File: src/rtl/cmd_pend_pkg.sv
package cmd_pend_pkg;

   // counter width that never collapses to zero bits
   function automatic int cnt_width(input int span);
      return (span > 1) ? $clog2(span) : 1;
   endfunction

   // default command table: index 0 = 0x00, 1 = 0x21, 2 = 0xFD
   localparam int          DEF_NUM_CMDS = 3;
   localparam int          DEF_CODE_W   = 8;
   localparam logic [23:0] DEF_CODES    = {8'hFD, 8'h21, 8'h00};

endpackage

File: src/rtl/cmd_decode.sv
module cmd_decode #(
   parameter int                        NUM_CMDS  = 3,
   parameter int                        CODE_W    = 8,
   parameter logic [NUM_CMDS*CODE_W-1:0] CMD_CODES = {8'hFD, 8'h21, 8'h00}
) (
   input  logic                clk,
   input  logic                rst_n,
   input  logic                wr_valid,
   input  logic [CODE_W-1:0]   wr_code,
   output logic [NUM_CMDS-1:0] hit_vec,
   output logic                bad_pulse
);

   // elaboration checks: table codes must be distinct
   for (genvar a = 0; a < NUM_CMDS; a++) begin : g_dup_a
      for (genvar b = a + 1; b < NUM_CMDS; b++) begin : g_dup_b
         if (CMD_CODES[a*CODE_W +: CODE_W] == CMD_CODES[b*CODE_W +: CODE_W]) begin : g_dup_err
            $error("cmd_decode: duplicate command code in table");
         end
      end
   end

   for (genvar i = 0; i < NUM_CMDS; i++) begin : g_match
      assign hit_vec[i] = wr_valid && (wr_code == CMD_CODES[i*CODE_W +: CODE_W]);
   end

   always_ff @(posedge clk) begin
      if (!rst_n) bad_pulse <= 1'b0;
      else        bad_pulse <= wr_valid && (hit_vec == '0);
   end

   AST_BAD_AFTER_MISS: assert property (@(posedge clk) disable iff (!rst_n)
      (wr_valid && hit_vec == '0) |=> bad_pulse);
   AST_HIT_ONEHOT: assert property (@(posedge clk) disable iff (!rst_n)
      $onehot0(hit_vec));

endmodule

File: src/rtl/cmd_slot.sv
module cmd_slot #(
   parameter int DATA_W = 16
) (
   input  logic              clk,
   input  logic              rst_n,
   input  logic              set_i,
   input  logic [DATA_W-1:0] set_data,
   input  logic              clr_i,
   output logic [DATA_W-1:0] data_o,
   output logic              pend_o
);

   always_ff @(posedge clk) begin
      if (!rst_n) begin
         pend_o <= 1'b0;
         data_o <= '0;
      end else begin
         if (set_i) begin
            pend_o <= 1'b1;          // a set on the clear edge wins
            data_o <= set_data;
         end else if (clr_i) begin
            pend_o <= 1'b0;
         end
      end
   end

   AST_SET_STORES: assert property (@(posedge clk) disable iff (!rst_n)
      set_i |=> (pend_o && data_o == $past(set_data)));
   AST_SET_BEATS_CLR: assert property (@(posedge clk) disable iff (!rst_n)
      (set_i && clr_i) |=> pend_o);
   AST_CLR_ALONE: assert property (@(posedge clk) disable iff (!rst_n)
      (clr_i && !set_i) |=> !pend_o);
   AST_DATA_HELD: assert property (@(posedge clk) disable iff (!rst_n)
      !set_i |=> $stable(data_o));

endmodule

File: src/rtl/cmd_pick.sv
module cmd_pick #(
   parameter int NUM_CMDS = 3
) (
   input  logic                clk,
   input  logic                rst_n,
   input  logic [NUM_CMDS-1:0] req,
   output logic [NUM_CMDS-1:0] grant,
   output logic                any_req
);

   if (NUM_CMDS < 1) begin : g_num_err
      $error("cmd_pick: NUM_CMDS must be at least 1");
   end

   assign any_req = |req;

   if (NUM_CMDS == 1) begin : g_single
      assign grant = req;
   end else begin : g_multi
      // lowest-index request wins
      logic [NUM_CMDS-1:0] below;
      assign below[0] = 1'b0;
      for (genvar i = 1; i < NUM_CMDS; i++) begin : g_chain
         assign below[i] = below[i-1] | req[i-1];
      end
      assign grant = req & ~below;
   end

   AST_GRANT_ONEHOT: assert property (@(posedge clk) disable iff (!rst_n)
      $onehot0(grant));
   AST_GRANT_LOWEST: assert property (@(posedge clk) disable iff (!rst_n)
      any_req |-> ((grant & req) != '0 && ((grant - 1'b1) & req) == '0));

endmodule

File: src/rtl/cmd_exec.sv
module cmd_exec #(
   parameter int DATA_W      = 16,
   parameter int CODE_W      = 8,
   parameter int EXEC_CYCLES = 4
) (
   input  logic              clk,
   input  logic              rst_n,
   input  logic              start_i,
   input  logic [CODE_W-1:0] start_code,
   input  logic [DATA_W-1:0] start_data,
   output logic              busy_o,
   output logic              done_valid,
   output logic [CODE_W-1:0] done_code,
   output logic [DATA_W-1:0] done_data
);
   import cmd_pend_pkg::*;

   localparam int CNT_W = cnt_width(EXEC_CYCLES);

   if (EXEC_CYCLES < 1) begin : g_len_err
      $error("cmd_exec: EXEC_CYCLES must be at least 1");
   end

   logic              last_cyc;
   logic              launch;
   logic [CODE_W-1:0] cur_code;
   logic [DATA_W-1:0] cur_data;

   assign launch = start_i && !busy_o;

   if (EXEC_CYCLES == 1) begin : g_one
      assign last_cyc = 1'b1;
   end else begin : g_count
      logic [CNT_W-1:0] remain;
      always_ff @(posedge clk) begin
         if (!rst_n)                    remain <= '0;
         else if (launch)               remain <= CNT_W'(EXEC_CYCLES - 1);
         else if (busy_o && remain != 0) remain <= remain - 1'b1;
      end
      assign last_cyc = (remain == '0);
   end

   always_ff @(posedge clk) begin
      if (!rst_n) begin
         busy_o     <= 1'b0;
         done_valid <= 1'b0;
         done_code  <= '0;
         done_data  <= '0;
         cur_code   <= '0;
         cur_data   <= '0;
      end else begin
         done_valid <= 1'b0;
         if (launch) begin
            busy_o   <= 1'b1;
            cur_code <= start_code;
            cur_data <= start_data;
         end else if (busy_o && last_cyc) begin
            busy_o     <= 1'b0;
            done_valid <= 1'b1;
            done_code  <= cur_code;
            done_data  <= cur_data;
         end
      end
   end

   // checker: counts busy cycles so the window is not unrolled
   logic [31:0] chk_len;
   always_ff @(posedge clk) begin
      if (!rst_n)                   chk_len <= '0;
      else if (launch)              chk_len <= 32'd1;
      else if (busy_o && !last_cyc) chk_len <= chk_len + 32'd1;
   end

   AST_EXEC_LENGTH: assert property (@(posedge clk) disable iff (!rst_n)
      done_valid |-> (chk_len == 32'(EXEC_CYCLES)));
   AST_DONE_SINGLE: assert property (@(posedge clk) disable iff (!rst_n)
      done_valid |=> !done_valid);
   AST_LAUNCH_BUSY: assert property (@(posedge clk) disable iff (!rst_n)
      launch |=> busy_o);

endmodule

File: src/rtl/cmd_pend_buf.sv
module cmd_pend_buf #(
   parameter int                        DATA_W      = 16,
   parameter int                        NUM_CMDS    = cmd_pend_pkg::DEF_NUM_CMDS,
   parameter int                        CODE_W      = cmd_pend_pkg::DEF_CODE_W,
   parameter logic [NUM_CMDS*CODE_W-1:0] CMD_CODES  = cmd_pend_pkg::DEF_CODES,
   parameter int                        EXEC_CYCLES = 4
) (
   input  logic              clk,
   input  logic              rst_n,
   input  logic              wr_valid,
   input  logic [CODE_W-1:0] wr_code,
   input  logic [DATA_W-1:0] wr_data,
   output logic              exec_valid,
   output logic [CODE_W-1:0] exec_code,
   output logic [DATA_W-1:0] exec_data,
   output logic              all_clear,
   output logic              bad_cmd
);

   if (DATA_W < 1 || CODE_W < 1) begin : g_width_err
      $error("cmd_pend_buf: widths must be positive");
   end

   logic [NUM_CMDS-1:0] hit_vec;
   logic [NUM_CMDS-1:0] pend_vec;
   logic [NUM_CMDS-1:0] grant;
   logic [NUM_CMDS-1:0] clr_vec;
   logic [DATA_W-1:0]   slot_data [NUM_CMDS];
   logic                any_req;
   logic                busy;
   logic                fetch;
   logic [CODE_W-1:0]   sel_code;
   logic [DATA_W-1:0]   sel_data;

   cmd_decode #(
      .NUM_CMDS (NUM_CMDS),
      .CODE_W   (CODE_W),
      .CMD_CODES(CMD_CODES)
   ) u_decode (
      .clk      (clk),
      .rst_n    (rst_n),
      .wr_valid (wr_valid),
      .wr_code  (wr_code),
      .hit_vec  (hit_vec),
      .bad_pulse(bad_cmd)
   );

   for (genvar i = 0; i < NUM_CMDS; i++) begin : g_slot
      cmd_slot #(.DATA_W(DATA_W)) u_slot (
         .clk     (clk),
         .rst_n   (rst_n),
         .set_i   (hit_vec[i]),
         .set_data(wr_data),
         .clr_i   (clr_vec[i]),
         .data_o  (slot_data[i]),
         .pend_o  (pend_vec[i])
      );
   end

   cmd_pick #(.NUM_CMDS(NUM_CMDS)) u_pick (
      .clk    (clk),
      .rst_n  (rst_n),
      .req    (pend_vec),
      .grant  (grant),
      .any_req(any_req)
   );

   assign fetch   = any_req && !busy;
   assign clr_vec = grant & {NUM_CMDS{fetch}};

   always_comb begin
      sel_code = '0;
      sel_data = '0;
      for (int i = 0; i < NUM_CMDS; i++) begin
         if (grant[i]) begin
            sel_code = sel_code | CMD_CODES[i*CODE_W +: CODE_W];
            sel_data = sel_data | slot_data[i];
         end
      end
   end

   cmd_exec #(
      .DATA_W     (DATA_W),
      .CODE_W     (CODE_W),
      .EXEC_CYCLES(EXEC_CYCLES)
   ) u_exec (
      .clk       (clk),
      .rst_n     (rst_n),
      .start_i   (fetch),
      .start_code(sel_code),
      .start_data(sel_data),
      .busy_o    (busy),
      .done_valid(exec_valid),
      .done_code (exec_code),
      .done_data (exec_data)
   );

   assign all_clear = (pend_vec == '0) && !busy;

   AST_WRITE_BLOCKS_CLEAR: assert property (@(posedge clk) disable iff (!rst_n)
      (hit_vec != '0) |=> !all_clear);
   AST_MISS_NO_PEND: assert property (@(posedge clk) disable iff (!rst_n)
      (wr_valid && hit_vec == '0 && pend_vec == '0 && !busy) |=> all_clear);
   AST_DONE_FROM_BUSY: assert property (@(posedge clk) disable iff (!rst_n)
      exec_valid |-> $past(busy));

endmodule

File: config.mk
export PLATFORM = sky130hd
export DESIGN_NAME = cmd_pend_buf
export DESIGN_NICKNAME = d
export VERILOG_FILES = /design/src/rtl/cmd_pend_pkg.sv /design/src/rtl/cmd_decode.sv /design/src/rtl/cmd_slot.sv /design/src/rtl/cmd_pick.sv /design/src/rtl/cmd_exec.sv /design/src/rtl/cmd_pend_buf.sv
export SDC_FILE = /design/constraint.sdc
export NUM_CORES = 1
export LEC_CHECK = 0
export BUFFER_PORTS_ARGS = -buffer_cell sky130_fd_sc_hd__clkbuf_2
export CAP_MARGIN = 15
export CORE_MARGIN = 2
export CORE_UTILIZATION = 61
export CTS_CLUSTER_DIAMETER = 40
export DETAILED_ROUTE_END_ITERATION = 8
export PLACE_DENSITY_LB_ADDON = 0.2
export SETUP_SLACK_MARGIN = 0.1
export SLEW_MARGIN = 0
export SYNTH_ARGS = -nofsm -noshare
export SYNTH_HDL_FRONTEND = slang
export SYNTH_SLANG_ARGS = --single-unit
export TNS_END_PERCENT = 50
File: constraint.sdc
create_clock -name clk -period 4.4 [get_ports clk]
set_input_delay 0.44 -clock clk [delete_from_list [all_inputs] [get_ports clk]]
set_output_delay 0.44 -clock clk [all_outputs]
set_load 0.03 [all_outputs]
Yosys cells after proc, flatten, opt, wreduce, memory -nomap -nowiden
Index checks and enable logic that the tools add are counted.
- add/sub/neg operators: 1
- equal/unequal tests: 2
- muxes and demuxes: 16
- bitwise gates (word level): 8
- reductions and logical operators: 23
- operators by type and width (kind ; count):
    16-bit two-way mux ; 3
    16-bit bitwise OR ; 2
    2-bit nonzero test ; 6
    1-bit logical AND ; 9
    1-bit two-way mux ; 9
    8-bit by 6-bit == test with 1-bit output, second input constant ; 1
    8-bit == test, second input constant ; 1
    8-bit zero test ; 1
    8-bit two-way mux ; 1
    3-bit bitwise AND ; 2
    3-bit zero test ; 2
    6-bit two-way mux ; 1
    2-bit two-way mux ; 2
    3-bit inverter ; 1
    3-bit OR reduction ; 1
    2-bit zero test ; 1
    1-bit inverter ; 2
    2-bit AND reduction ; 1
    2-bit OR reduction ; 1
    2-bit by 1-bit subtractor with 2-bit output, second input constant ; 1
    1-bit zero test ; 1
    1-bit bitwise OR ; 1
- flip-flop bits (word level): 104
- input port bits: 27
- output and inout bits: 27
- word-level logic and storage cells: 64

Longest topological paths before layout
Gate-level depths: netlist of the first run.
- depth after elaboration: 8
- gate-level depth with buffers: 7
- depth with buffers taken out: 5

By module
From an unflattened synthesis of the first run, not the netlist that was laid out.
- cells, all modules: 454
- area, all modules: 4391.7 µm²
- by module, submodules not included (module ; instances ; cells each ; area an instance (µm²) ; seq. area each (µm²)):
    cmd_exec ; 1 ; 229 ; 1993.2 ; 1041.0
    cmd_slot ; 3 ; 54 ; 649.4 ; 340.3
    cmd_pend_buf ; 1 ; 45 ; 321.6 ; 0.0
    cmd_decode ; 1 ; 14 ; 101.3 ; 20.0
    cmd_pick ; 1 ; 4 ; 27.5 ; 0.0

Least setup slack after synthesis of the first run
Ideal clock, no wire load.
- path kind: reg-to-output
- start point: register g_slot[0].u_slot.pend_o
- end point: output port all_clear
- arrival time: 1703 ps
- required time: 3960 ps
- slack: 2257 ps
- cell stages (with the launch flop): 4
- path buffers: 2
- path through: dfxtp_1 > clkbuf_1 > clkbuf_1 > nor4_1
- cells in the longest elaborated chain, start to end: 2
- RTL lines (what ; RTL line ; text):
    start, declared ; cmd_slot.sv:10 ; output logic pend_o
    start signal, assigned ; cmd_slot.sv:15 ; pend_o <= 1'b0;
    start signal, assigned ; cmd_slot.sv:19 ; pend_o <= 1'b1;
    start signal, assigned ; cmd_slot.sv:22 ; pend_o <= 1'b0;
    3-bit zero test ; cmd_pend_buf.sv:98 ; assign all_clear = (pend_vec == '0) && !busy;
    1-bit logical AND ; cmd_pend_buf.sv:98 ;
    end, declared ; cmd_pend_buf.sv:16 ; output logic all_clear,
No other way between the ends.

Worst setup path in the final report of the first run
- start point: register g_slot[2].u_slot.pend_o
- end point: register u_exec.cur_data[15]
- cells in the longest elaborated chain, start to end: 3
- elaborated cells between the ends (all ways): 5
- classes of those cells: mux (1); bitwise (1); reduce/logical (3)
- RTL lines (what ; RTL line ; text):
    start, declared ; cmd_slot.sv:10 ;
    start signal, assigned ; cmd_slot.sv:15 ;
    start signal, assigned ; cmd_slot.sv:19 ;
    start signal, assigned ; cmd_slot.sv:22 ;
    3-bit OR reduction ; cmd_pick.sv:15 ; assign any_req = |req;
    1-bit logical AND ; cmd_pend_buf.sv:68 ; assign fetch = any_req && !busy;
    1-bit logical AND ; cmd_exec.sv:29 ; assign launch = start_i && !busy_o;
    end signal, assigned ; cmd_exec.sv:56 ; cur_data <= start_data;
    end, declared ; cmd_exec.sv:27 ; logic [DATA_W-1:0] cur_data;
Several ways; a longest one is shown, not always the timed one.
A chain may end at the register's enable or synchronous reset.

==> flow_metrics.py, run 1 <==
metrics = {
    "min_path": {
        "worstHoldEndpoint": "g_slot[1].u_slot.data_o[6]",
        "whs_path_depth": 3,
        "timing.hold.worst.start": "wr_data[6]",
        "min-delay-path-class": "in2reg",
    },
    "layout": {
        "antenna_diode_count": 0,
        "layout.cells.most_common": "sky130_fd_sc_hd__nand2_1",
        "multi_input_area_sq_um": 1700,
        "final_net_count": 482,
        "drive_above_1_share": 0.168,
        "regArea_sq_um": 1840,
        "layout.cells.most_common_list": "sky130_fd_sc_hd__nand2_1, sky130_fd_sc_hd__dfxtp_1, sky130_fd_sc_hd__clkbuf_2",
        "syn_to_final_growth_pct": 9.47,
        "stdcell_count": 533,
        "fill_cells": 490,
    },
    "floorplanning": {
        "die_w_um": 82.9,
        "core_area_sq_um": 5960,
        "die_h_um": 82.9,
        "start_util": 0.637,
        "dieArea_sq_um": 6870,
        "pin_count": 54,
        "core.rowCount": 28,
    },
    "clocking": {
        "cts_buffer_depth": 2,
        "cts_tree": "done",
        "cts_inserted_buffers": 9,
        "cts_hold_buffers": 0,
        "number_of_post_cts_setup_repair_buffers": 0,
        "clk_pin_slew_worst_paths_ns": 0.09,
        "post_cts.resized_instances": 0,
        "cts_max_level": 3,
        "cts.sinks": 92,
        "clockRootBuffer": "sky130_fd_sc_hd__clkbuf_8",
        "clock_latency_ns": 0.36,
    },
    "detailed_routing": {
        "wl_per_cell_um": 14.1,
        "drtIter0Drc": 168,
        "routed_wirelength_um": 7500,
        "routed_via_density": 5.52,
        "drc": 0,
        "postRouteAntennaNets": 0,
        "via_count": 2940,
        "drt-pass1-iter-count": 4,
    },
    "pwr": {
        "vdd.ir_drop.worst_uv": 220,
        "finalPower_w": 0.00143,
        "power_leakage_nw": 1.60,
        "power_density_nw_per_um2": 344,
    },
    "sta": {
        "setup_violations": 0,
        "tns_ns": 0,
        "post-route-min-period_ns": 2.38,
        "post-route-period-util": 0.542,
        "final_hold_viol_count": 0,
        "fmax_ghz": 0.419,
        "final_max_slew_viol_count": 0,
        "rsz0062_at_grt": "false",
        "relSlewSlack": 0.241,
        "worst_slew_pin_slew_ns": 1.13,
        "skew_ns": 0.00783,
    },
    "critical_path": {
        "startpoint_type": "flip-flop",
        "timing.setup.critical_path_class": "reg2reg",
        "setup.worst_path.start": "g_slot[2].u_slot.pend_o",
        "critPathTopFamily": "flip-flops",
        "worst-endpoint-arrival_ns": 2.69,
        "critical-path-slowest-cell": "sky130_fd_sc_hd__dfxtp_1",
        "origin_of_the_critical_flop_to_flop_path": "g_slot[2].u_slot.pend_o",
        "setup.reg_to_reg.worst_slack_ns": 2.02,
        "buf_inv_on_cp": 1,
        "cp_common_cell": "sky130_fd_sc_hd__nor3_1",
        "r2r.worst_path.cells": 4,
        "end_kind": "flip-flop",
        "delay_of_the_slowest_cell_on_the_worst_path_ns": 0.91,
        "crit_fanout": 22,
        "timing.rr.end": "u_exec.cur_data[15]",
        "path_cells": "nor3_1 -> nor3_1 -> buf_4 -> a32o_1",
        "critical_path_stages": 4,
        "worst-endpoint-required_ns": 4.70,
    },
    "global_routing": {
        "antenna_violations_before_repair": 0,
        "globalRoute.totalOverflow": 0,
        "grt.total_usage": 0.222,
        "grt_start_max_net_pins": 72,
        "grt_first_pass_wirelength_um": 12700,
        "vias_in_the_first_global_route": 2758,
    },
    "synth": {
        "syn_area_sq_um": 3790,
        "synth.ff_latch_count": 92,
        "avgSynthCellArea_sq_um": 8.97,
        "syn_nets": 451,
        "ys_warn_count": 0,
        "postSynthCellCount": 423,
        "synth_seq_area_share": 0.485,
        "synth_cell_type_count": 34,
    },
    "place": {
        "place_inst": 518,
        "gp_routability_congestion": 0.743,
        "post-dp-hpwl_um": 4850,
        "placement.io_buffers": 52,
    },
    "status": {
        "run_status": "finished, final reports clean",
    },
    "run": {
        "drv.max_cap_violation_count": 0,
    },
}
[routing by layer]
metal  share of wire  global-route usage  up-vias  wire length, um
li1                -                   -     1491                -
met5               0                   0        -                0
met3           0.051              0.0378       13              382
met4           0.019              0.0909        0              144
met1            0.47               0.299     1356             3500
met2            0.46               0.356       80             3470
[state kept, by name, indices dropped and copies added, names as in the netlist, 2 cells and up]
name and cells:
u_exec.g_count.remain 2, u_exec.done_data 16, g_slot.u_slot.pend_o 3, u_exec.cur_data 16
u_exec.done_code 2, u_exec.cur_code 2, g_slot.u_slot.data_o 48
[layout make-up]
class / instances / share of cell area
inverter: 6 / 0.00542
timing repair buffer: 58 / 0.0735
multi-input combinational: 287 / 0.409
sequential: 92 / 0.444
tap: 75 / 0.0226
clock buffer: 9 / 0.0298
clock inverter: 6 / 0.0160
[tightest hold or removal path: cells and delay by family]
kind | cells | cell delay (ns)
simple gates | 1 | 0.08
mux | 1 | 0.07
buf+inv | 1 | 0.08
[kinds of logic (layout without fill, tap and decap cells)]
| family | after synthesis | in the layout | synth area share |
|---|---|---|---|
| simple gates | 155 | 155 | 0.177 |
| flops | 92 | 92 | 0.485 |
| buf+inv | 44 | 79 | 0.0683 |
| fa+ha+maj | 1 | 1 | 0.00330 |
| compound gates | 81 | 81 | 0.136 |
| mux | 49 | 49 | 0.129 |
| other cells | 1 | 1 | 0.000988 |
[per-stage QoR]
stage | util | hold slack (ns) | instance area, sq um | setup slack (ns)
2_1_floorplan | - | 0.430 | 3790 | 2.26
3_3_place_gp | 0.665 | 0.437 | 3960 | 2.10
3_5_place_dp | 0.665 | 0.443 | 3960 | 2.03
4_1_cts | 0.697 | 0.347 | 4150 | 2.04
5_1_grt | 0.697 | 0.380 | 4150 | 1.84
6_report | 0.697 | 0.351 | 4150 | 2.02
[worst max-delay path by stage]
stage                                   to
2_1_floorplan                    all_clear
3_3_place_gp   g_slot[0].u_slot.data_o[12]
3_5_place_dp   g_slot[0].u_slot.data_o[15]
4_1_cts                u_exec.cur_data[15]
5_1_grt                 u_exec.cur_data[1]
6_report               u_exec.cur_data[15]
[synthesized netlist by cell type]
cell type                  number  area (sq um)
sky130_fd_sc_hd__and2_1         1          6.26
sky130_fd_sc_hd__nor4_1         1          6.26
sky130_fd_sc_hd__o21ai_0       17          85.1
sky130_fd_sc_hd__a32o_1        16           160
sky130_fd_sc_hd__ha_1           1          12.5
sky130_fd_sc_hd__buf_6          3          33.8
sky130_fd_sc_hd__nand2b_1      16           100
sky130_fd_sc_hd__nand4b_1       1          8.76
sky130_fd_sc_hd__buf_1          1          3.75
sky130_fd_sc_hd__nor3_1         2          10.0
sky130_fd_sc_hd__o22ai_1        1          6.26
sky130_fd_sc_hd__nand4_1        1          6.26
sky130_fd_sc_hd__nor2_1         7          26.3
sky130_fd_sc_hd__buf_2          4          20.0
sky130_fd_sc_hd__or4b_1         1          10.0
sky130_fd_sc_hd__conb_1         1          3.75
sky130_fd_sc_hd__or3_1          2          12.5
sky130_fd_sc_hd__o31ai_1        1          7.51
sky130_fd_sc_hd__nor3_2         2          20.0
sky130_fd_sc_hd__or4_4          1          11.3
sky130_fd_sc_hd__buf_4          9          67.6
sky130_fd_sc_hd__dfxtp_1       92          1840
sky130_fd_sc_hd__o31a_1         1          8.76
sky130_fd_sc_hd__a21oi_1       38           190
sky130_fd_sc_hd__buf_12         2          40.0
sky130_fd_sc_hd__clkbuf_1      19          71.3
sky130_fd_sc_hd__inv_1          6          22.5
sky130_fd_sc_hd__nor2b_1        1          6.26
sky130_fd_sc_hd__nand2_1      118           443
sky130_fd_sc_hd__o21a_1         4          30.0
sky130_fd_sc_hd__o221a_2        1          11.3
sky130_fd_sc_hd__mux2i_1       49           490
sky130_fd_sc_hd__nand3_1        1          5.00
sky130_fd_sc_hd__a211oi_1       2          15.0
[report_power, final]
part | switching [W] | internal [W]
combinational | 0.0000331 | 0.0000159
clock | 0.000287 | 0.000259
sequential | 0.000000712 | 0.000833
total | 0.000321 | 0.00111
(Power assumes the default switching activity.)
==> run 2: changes to the inputs <==
Settings changed: CORE_UTILIZATION 61 to 56.
Clock period 4.4 ns to 2.5 ns, I/O delays scaled along.
==> run 2 against run 1 <==
Via count increased by 0.51%. Cell area increased by 0.93%. Global-route usage decreased by 0.15 points. Clock power increased by 71%. First-iteration DRC count decreased by 11%. Clock-buffer cell count unchanged. Sequential share of layout area decreased by 0.41 points. Critical endpoint is now all_clear.
==> flow_metrics.py, run 2 (synthesized netlist as in run 1, its figures left out) <==
metrics = {
    "floorplanning": {
        "core_area_sq_um": 6460,
        "start_util": 0.587,
        "die_w_um": 86.3,
        "dieArea_sq_um": 7450,
        "die_h_um": 86.3,
        "pin_count": 54,
        "core.rowCount": 29,
    },
    "layout": {
        "layout.cells.most_common_list": "sky130_fd_sc_hd__nand2_1, sky130_fd_sc_hd__dfxtp_1, sky130_fd_sc_hd__clkbuf_2",
        "drive_above_1_share": 0.177,
        "design_area_sq_um": 4190,
        "final_net_count": 486,
        "fill_cells": 562,
        "antenna_diode_count": 0,
        "largest_reg_flops": 48,
        "syn_to_final_growth_pct": 10.5,
        "layout.cells.most_common": "sky130_fd_sc_hd__nand2_1",
        "top_register": "g_slot.u_slot.data_o",
        "regArea_sq_um": 1840,
        "multi_input_area_sq_um": 1700,
        "biggestRegsByFlops": "g_slot.u_slot.data_o: 48 flops, u_exec.cur_data: 16 flops, u_exec.done_data: 16 flops",
    },
    "global_routing": {
        "globalRoute.totalOverflow": 0,
        "antenna_violations_before_repair": 0,
        "vias_in_the_first_global_route": 2835,
        "grt.total_usage": 0.221,
        "grt_first_pass_wirelength_um": 13100,
        "grt_start_max_net_pins": 72,
    },
    "clocking": {
        "cts_max_level": 3,
        "cts_buffer_depth": 2,
        "clock_latency_ns": 0.36,
        "cts_inserted_buffers": 9,
        "number_of_post_cts_setup_repair_buffers": 0,
        "cts_tree": "done",
        "clk_pin_slew_worst_paths_ns": 0.10,
        "cts.sinks": 92,
        "post_cts.resized_instances": 0,
        "cts_hold_buffers": 0,
        "clockRootBuffer": "sky130_fd_sc_hd__clkbuf_8",
    },
    "detailed_routing": {
        "postRouteAntennaNets": 0,
        "routed_wirelength_um": 7640,
        "drtIter0Drc": 150,
        "wl_per_cell_um": 14.1,
        "drc": 0,
        "routed_via_density": 5.47,
        "via_count": 2955,
        "drt-pass1-iter-count": 4,
    },
    "critical_path": {
        "critical-path-slowest-cell": "sky130_fd_sc_hd__nor4_1",
        "startpoint_type": "flip-flop",
        "critical_path_stages": 3,
        "buf_inv_on_cp": 2,
        "timing.rr.end": "u_exec.cur_data[13]",
        "r2r.worst_path.cells": 4,
        "end_kind": "primary output",
        "setup.reg_to_reg.worst_slack_ns": 0.80,
        "origin_of_the_critical_flop_to_flop_path": "g_slot[0].u_slot.pend_o",
        "critPathTopFamily": "buffers and inverters",
        "delay_of_the_slowest_cell_on_the_worst_path_ns": 0.35,
        "timing.setup.critical_path_class": "reg2out",
        "worst-endpoint-arrival_ns": 1.55,
        "crit_fanout": 38,
        "worst-endpoint-required_ns": 2.25,
        "path_cells": "buf_4 -> nor4_1 -> clkbuf_2",
    },
    "sta": {
        "final_hold_viol_count": 0,
        "finalWorstSetupSlack_ns": 0.696,
        "rsz0062_at_grt": "false",
        "skew_ns": 0.0106,
        "final.hold.worst_slack_ns": 0.165,
        "post-route-min-period_ns": 1.80,
        "final_max_slew_viol_count": 0,
        "fmax_ghz": 0.554,
        "worst_slew_pin_slew_ns": 1.07,
        "tns_ns": 0,
        "post-route-period-util": 0.722,
        "setup_violations": 0,
        "relSlewSlack": 0.289,
    },
    "place": {
        "placement.io_buffers": 52,
        "post-dp-hpwl_um": 4900,
        "place_area_sq_um": 4010,
        "dp_worst_setup_slack_ns": 0.628,
        "gp_routability_congestion": 0.773,
    },
    "pwr": {
        "power_leakage_nw": 1.62,
        "power_density_nw_per_um2": 595,
        "vdd.ir_drop.worst_uv": 309,
    },
    "min_path": {
        "worstHoldEndpoint": "g_slot[1].u_slot.data_o[10]",
        "whs_path_depth": 3,
        "min-delay-path-class": "in2reg",
        "timing.hold.worst.start": "wr_data[10]",
    },
    "status": {
        "run_status": "finished, final reports clean",
    },
    "run": {
        "drv.max_cap_violation_count": 0,
    },
}
run 2: cell count changes in the layout (fill, tap and decap cells not counted):
| cell | change |
|---|---|
| sky130_fd_sc_hd__inv_6 | +2 |
| sky130_fd_sc_hd__inv_8 | +1 |
| sky130_fd_sc_hd__clkinv_2 | -1 |
| sky130_fd_sc_hd__buf_4 | +3 |
| sky130_fd_sc_hd__bufinv_16 | -1 |
| sky130_fd_sc_hd__buf_12 | +1 |
run 2: worst max-delay path by stage:
stage                                  end                     from  slack, ns
3_3_place_gp   g_slot[0].u_slot.data_o[14]               wr_code[3]       0.70
5_1_grt                          all_clear  g_slot[0].u_slot.pend_o       0.64
2_1_floorplan                    all_clear  g_slot[0].u_slot.pend_o       0.55
6_report                         all_clear  g_slot[0].u_slot.pend_o       0.70
4_1_cts                          all_clear  g_slot[0].u_slot.pend_o       0.69
3_5_place_dp    g_slot[0].u_slot.data_o[5]               wr_code[3]       0.63
run 2: layout make-up:
class,count,area share
Clock inverter,7,0.0143
Tap cell,77,0.0230
Inverter,6,0.00537
Sequential cell,92,0.439
Clock buffer,9,0.0296
Timing Repair Buffer,62,0.0830
Multi-Input combinational cell,287,0.405
run 2: worst register-to-register path, delay by kind of cell, from the launching register on:
family | cells | cell delay, ns
compound gates | 2 | 0.63
flops | 1 | 0.32
simple gates | 1 | 0.40
buf+inv | 1 | 0.30
run 2: report_power, final:
group / switching [W] / internal (W) / leakage, nW
clock network: 0.000559 / 0.000376 / 0.0844
logic: 0.0000591 / 0.0000291 / 0.795
registers: 0.00000118 / 0.00147 / 0.741
total: 0.000620 / 0.00187 / 1.62
run 2: layer usage:
layer | global-route usage | wire [um]
met5 | 0 | 0
met4 | 0.0994 | 133
met3 | 0.0400 | 378
met2 | 0.347 | 3460
met1 | 0.298 | 3670
run 2: through the flow:
step | std cells | util | total power, W
floorplan | 423 | - | 0.00155
global placement | 524 | 0.620 | 0.00159
detailed placement | 524 | 0.620 | 0.00159
global route | 540 | 0.649 | 0.00257
finish | 540 | 0.649 | 0.00249
CTS | 540 | 0.649 | 0.00251
